## config.mk

```make
export PLATFORM = sky130hd
export DESIGN_NAME = glitch_rst_gen
export DESIGN_NICKNAME = d
export VERILOG_FILES = /design/src/rtl/rg_pkg.sv /design/src/rtl/rg_sync2.sv /design/src/rtl/rg_por_timer.sv /design/src/rtl/rg_glitch_qual.sv /design/src/rtl/glitch_rst_gen.sv
export SDC_FILE = /design/constraint.sdc
export NUM_CORES = 1
export LEC_CHECK = 0
export ABC_AREA = 1
export BUFFER_PORTS_ARGS = -buffer_cell sky130_fd_sc_hd__buf_2
export CAP_MARGIN = 20
export CORE_ASPECT_RATIO = 0.9
export CORE_MARGIN = 10
export CORE_UTILIZATION = 40
export CTS_CLUSTER_DIAMETER = 200
export DETAILED_ROUTE_END_ITERATION = 8
export HOLD_SLACK_MARGIN = 0.15
export SLEW_MARGIN = 20
export SYNTH_ARGS = -nofsm -noshare
export SYNTH_HDL_FRONTEND = slang
export SYNTH_SLANG_ARGS = --single-unit
```

## constraint.sdc

```tcl
create_clock -name clk -period 1.4 [get_ports clk]
set_clock_uncertainty 0.1 [all_clocks]
set_input_delay 0.14 -clock clk [delete_from_list [all_inputs] [get_ports clk]]
set_output_delay 0.14 -clock clk [all_outputs]
set_load 0.005 [all_outputs]
```

## src/rtl/rg_pkg.sv

```systemverilog
package rg_pkg;
  timeunit 1ns;
  timeprecision 1ps;

  // Cycles needed to cover a window in ns, rounded up.
  function automatic int unsigned ns_to_cycles_ceil(input int unsigned ns, input int unsigned mhz);
    return (ns * mhz + 999) / 1000;
  endfunction

  // Bits needed to hold the value maxval.
  function automatic int unsigned cnt_width(input int unsigned maxval);
    return (maxval < 2) ? 1 : $clog2(maxval + 1);
  endfunction
endpackage

```

## src/rtl/rg_sync2.sv

```systemverilog
module rg_sync2 (
  input  logic clk,
  input  logic arst_n,
  input  logic d,
  output logic q
);
  timeunit 1ns;
  timeprecision 1ps;

  logic meta;

  always_ff @(posedge clk or negedge arst_n) begin
    if (!arst_n) begin
      meta <= 1'b0;
      q    <= 1'b0;
    end else begin
      meta <= d;
      q    <= meta;
    end
  end
endmodule

```

## src/rtl/rg_por_timer.sv

```systemverilog
module rg_por_timer #(
  parameter int unsigned CYCLES = 1000
) (
  input  logic clk,
  input  logic arst_n,
  output logic busy
);
  timeunit 1ns;
  timeprecision 1ps;

  localparam int unsigned CW = rg_pkg::cnt_width(CYCLES);
  localparam logic [CW-1:0] LAST = CW'(CYCLES - 1);

  logic [CW-1:0] cnt;
  logic          done;

  always_ff @(posedge clk or negedge arst_n) begin
    if (!arst_n) begin
      cnt  <= '0;
      done <= 1'b0;
    end else if (!done) begin
      if (cnt == LAST) done <= 1'b1;
      else             cnt  <= cnt + 1'b1;
    end
  end

  assign busy = ~done;
endmodule

```

## src/rtl/rg_glitch_qual.sv

```systemverilog
module rg_glitch_qual #(
  parameter int unsigned QUAL = 2,
  parameter int unsigned HOLD = 16
) (
  input  logic clk,
  input  logic arst_n,
  input  logic req,
  output logic active
);
  timeunit 1ns;
  timeprecision 1ps;

  localparam int unsigned RW = rg_pkg::cnt_width(QUAL);
  localparam int unsigned HW = rg_pkg::cnt_width(HOLD);
  localparam logic [RW-1:0] RUN_MAX = RW'(QUAL);
  localparam logic [HW-1:0] HOLD_LD = HW'(HOLD);

  logic [RW-1:0] run;
  logic [HW-1:0] hold;

  always_ff @(posedge clk or negedge arst_n) begin
    if (!arst_n) begin
      run    <= '0;
      hold   <= '0;
      active <= 1'b0;
    end else begin
      // consecutive-sample counter, saturating at the window length
      if (!req)               run <= '0;
      else if (run != RUN_MAX) run <= run + 1'b1;

      if (req) begin
        // qualify after QUAL+1 samples; any sample while active reloads hold
        if (active || run == RUN_MAX) begin
          active <= 1'b1;
          hold   <= HOLD_LD;
        end
      end else if (active) begin
        if (hold <= HW'(1)) active <= 1'b0;
        else                hold   <= hold - 1'b1;
      end
    end
  end
endmodule

```

## src/rtl/glitch_rst_gen.sv

```systemverilog
module glitch_rst_gen #(
  parameter int unsigned CLK_MHZ     = 250,
  parameter int unsigned POR_US      = 1000,
  parameter int unsigned GLITCH_NS   = 8,
  parameter int unsigned HOLD_CYCLES = 16
) (
  input  logic clk,
  input  logic ext_rst_n_raw,
  input  logic pwr_good,
  output logic rst_int_n,
  output logic por_busy
);
  timeunit 1ns;
  timeprecision 1ps;

  localparam int unsigned POR_CYC  = POR_US * CLK_MHZ;
  localparam int unsigned QUAL_CYC = rg_pkg::ns_to_cycles_ceil(GLITCH_NS, CLK_MHZ);

  logic pok;
  logic ext_req;
  logic ext_act;
  logic busy;
  logic rst_q;

  // Power-good: asynchronous assertion, release synchronised to clk
  rg_sync2 u_pok_sync (
    .clk    (clk),
    .arst_n (pwr_good),
    .d      (1'b1),
    .q      (pok)
  );

  rg_sync2 u_ext_sync (
    .clk    (clk),
    .arst_n (pok),
    .d      (~ext_rst_n_raw),
    .q      (ext_req)
  );

  rg_por_timer #(.CYCLES(POR_CYC)) u_por (
    .clk    (clk),
    .arst_n (pok),
    .busy   (busy)
  );

  rg_glitch_qual #(.QUAL(QUAL_CYC), .HOLD(HOLD_CYCLES)) u_qual (
    .clk    (clk),
    .arst_n (pok),
    .req    (ext_req),
    .active (ext_act)
  );

  // Output flop: glitch-free, released only on a clock edge
  always_ff @(posedge clk or negedge pok) begin
    if (!pok) rst_q <= 1'b0;
    else      rst_q <= ~(busy | ext_act);
  end

  assign rst_int_n = rst_q;
  assign por_busy  = busy;
endmodule

```

==> summary.txt <==
Placed design
  • Final Wtd Congestion: 0.898
  • Port bufs: 4
  • Dpl ws: -0.157 ns
  • Placed instance area: 1990 um^2
  • Detailed placement HPWL: around 2.7 mm

Power and ir drop
  • Pwr dens: roughly 1200 nW/um^2
  • Total power of the final layout: approximately 2.7 mW
  • Peak VDD IR: between 0.6 and 0.7 mV
  • LEAKAGE: about 1.1 nW

Detailed routing
  • Antenna Nets Post-Route: 0
  • Router iterations before antenna repair: 4
  • Via Count: roughly 1500
  • Initial drt markers: 81
  • Number of vias per cell: 4.75
  • WL/cell: between 10 and 15 um
  • WL final: roughly 3.8 mm
  • DRC errors left: 0

Die
  • DIE AREA: around 7400 um^2
  • Core area: around 4100 um^2
  • Io pins: 5
  • Rows: 22
  • Die height: 82.5 um
  • Initial Util: between 40% and 50%
  • Die width: between 80 and 90 um

CTS
  • Max Root-Sink Buffers: 2
  • Reg clk slew, reported paths: approximately 0.06 ns
  • Max H-tree Level: 2
  • TritonCTS clock tree: built
  • Clk_lat worst skew: 0.28 ns
  • Sink Count: 32
  • Num CTS Buffers: 5
  • CTS Root Cell: clkbuf_8

Worst setup path
  • Critical path peak fanout: 3
  • Startpoint Class: register
  • WP data arrival: 1.60 ns
  • Critical path class: register to register
  • Setup crit end kind: register
  • Worst EP required: between 1 and 1.5 ns

Timing
  • Final min period: 1.53 ns
  • Worst Slack Setup Final: -0.127 ns
  • Worst hold slack: approximately 0.25 ns
  • Final hold vios: 0
  • Final period util: 109%
  • RSZ-0062 raised after global routing: yes
  • Final-report setup violation count: 24
  • Fmax: 655 MHz
  • Setup_tns: -2.04 ns
  • Slew Limit Fails: 0

Global routing
  • GRT Util Overall: around 11%
  • Grt total ovfl: 0
  • First-pass GRT wire length: 6.56 mm
  • Largest net degree at the start of global routing: 19
  • Vias in the first global route: 1445
  • Antenna violations before repair: 0

Layout
  • Area growth syn-to-layout: 32.8%
  • Ant. Diodes: 0
  • FILL cells: around 380
  • Final nets: ~280
  • Finished Cell Area: approximately 2300 um^2
  • Share of cells above drive strength 1: between 20% and 30%

Hold path
  • Min-delay worst type: register to register

Logic synthesis
  • Post-synthesis sequential area ratio: a little under half
  • Synth area leaders: dfrtp_1, nand2_1, nor2_1, inv_1, xor2_1
  • Post-synth cell types: 22
  • Syn nets: around 240
  • Area of the mapped netlist: around 1700 um^2
  • Post-synthesis cell count: 230
  • Yosys top cell area share: between 40 and 50%
  • Warnings from Yosys: 0
  • Syn avg cell area: between 7 and 8 um^2
  • #FFs+latches synth: 32
  • Area leader, netlist: dfrtp_1

Status
  • Failing checks: negative setup slack
  • Outcome: finished, violations left

Job
  • Max-cap violation count: 0
[routing by layer]
layer / part of all wire [%] / global-route usage (%) / vias to the layer above
met2: 42 / 16.6 / 35
met5: 0 / 0 / -
met1: 50 / 15.4 / 704
met4: 2.4 / 4.76 / 0
met3: 5.1 / 3.03 / 11
li1: - / - / 798
[sequential cells by signal (all words and copies together), names as in the netlist]
name	count
u_por.cnt	18
u_qual.hold	5
u_qual.run	2
rst_int_n	1
u_ext_sync.meta	1
u_ext_sync.q	1
u_pok_sync.meta	1
u_pok_sync.q	1
u_por.done	1
u_qual.active	1
[area by class of cell]
| class | count | area [um^2] | share of cell area (%) |
|---|---|---|---|
| inverter | 25 | 98.8 | 4.29 |
| multi-input combinational | 170 | 908 | 39.4 |
| sequential | 32 | 803 | 34.8 |
| tap | 48 | 60.1 | 2.60 |
| clock buffer | 8 | 90.1 | 3.91 |
| timing repair buffer | 43 | 345 | 15.0 |
[Yosys cell counts, drive strengths merged]
cell type	number
nor3b	1
ha	4
nand2	93
nand3b	1
xor2	9
xnor2	6
dfrtp	32
o21bai	1
or2	1
buf	3
nand4	4
nor2	28
o21ai	12
nand3	9
conb	1
inv	25
[timing repair]
action                                  4_1_cts  5_1_grt
buffers inserted                              2        5
hold buffers                                  4        0
hold endpoints to repair                     33        0
gates resized for setup                       9       30
pin swaps                                     2       12
endpoints found under the setup margin       22       25
gates cloned                                  1        1
[logic make-up (layout without fill, tap and decap cells)]
kind of cell	Yosys count	in the layout	synth area share, %
fa+ha+maj	4	4	2.88
buf+inv	28	76	6.92
compound gates	13	13	3.89
other cells	1	1	0.216
flops	32	32	46.1
simple gates	137	137	32.4
xor+xnor	15	15	7.57
[final timing paths]
check                                 from               to  slack, ns  depth (start not counted)
max                           u_por.cnt[0]    u_por.cnt[14]      -0.13                          9
min                        u_ext_sync.meta     u_ext_sync.q       0.25                          0
max reg2reg                   u_por.cnt[0]    u_por.cnt[14]      -0.13                          9
min reg2reg                u_ext_sync.meta     u_ext_sync.q       0.25                          0
max in group asynchronous     u_pok_sync.q     u_por.cnt[5]       0.32                          2
min in group asynchronous         pwr_good  u_pok_sync.meta       0.59                          3
[critical path: stages, from the launching register on]
cell and delay, ns:
dfrtp_1 0.39, ha_4 0.16, nand2_4 0.05, nor3b_1 0.26, buf_4 0.18, nand3_1 0.06
nand2_1 0.07, nand2_1 0.04, nand2_1 0.05, nand2_1 0.05
[cells in the final DEF, fill, tap and decap left out, types with 6 or more instances in the layout]
| cell | instances |
|---|---|
| xnor2_1 | 6 |
| nor2_1 | 25 |
| xor2_1 | 9 |
| buf_4 | 29 |
| buf_6 | 6 |
| nand3_1 | 8 |
| clkbuf_8 | 6 |
| inv_1 | 21 |
| o21ai_1 | 6 |
| nand2_1 | 87 |
| dfrtp_1 | 30 |
[per-stage QoR]
step / utilization, % / cells
detailed placement: 48.2 / 305
floorplan: - / 230
finish: 55.8 / 326
global route: 55.8 / 326
CTS: 52.3 / 320
global placement: 48.2 / 305
[report_power, final]
group | switching, mW | internal [mW] | leakage, nW | total [mW]
logic | 0.389 | 0.445 | 0.664 | 0.834
clock network | 0.327 | 0.400 | 0.0455 | 0.727
registers | 0.0780 | 1.03 | 0.416 | 1.11
total | 0.794 | 1.88 | 1.13 | 2.67
(Power assumes the default switching activity.)
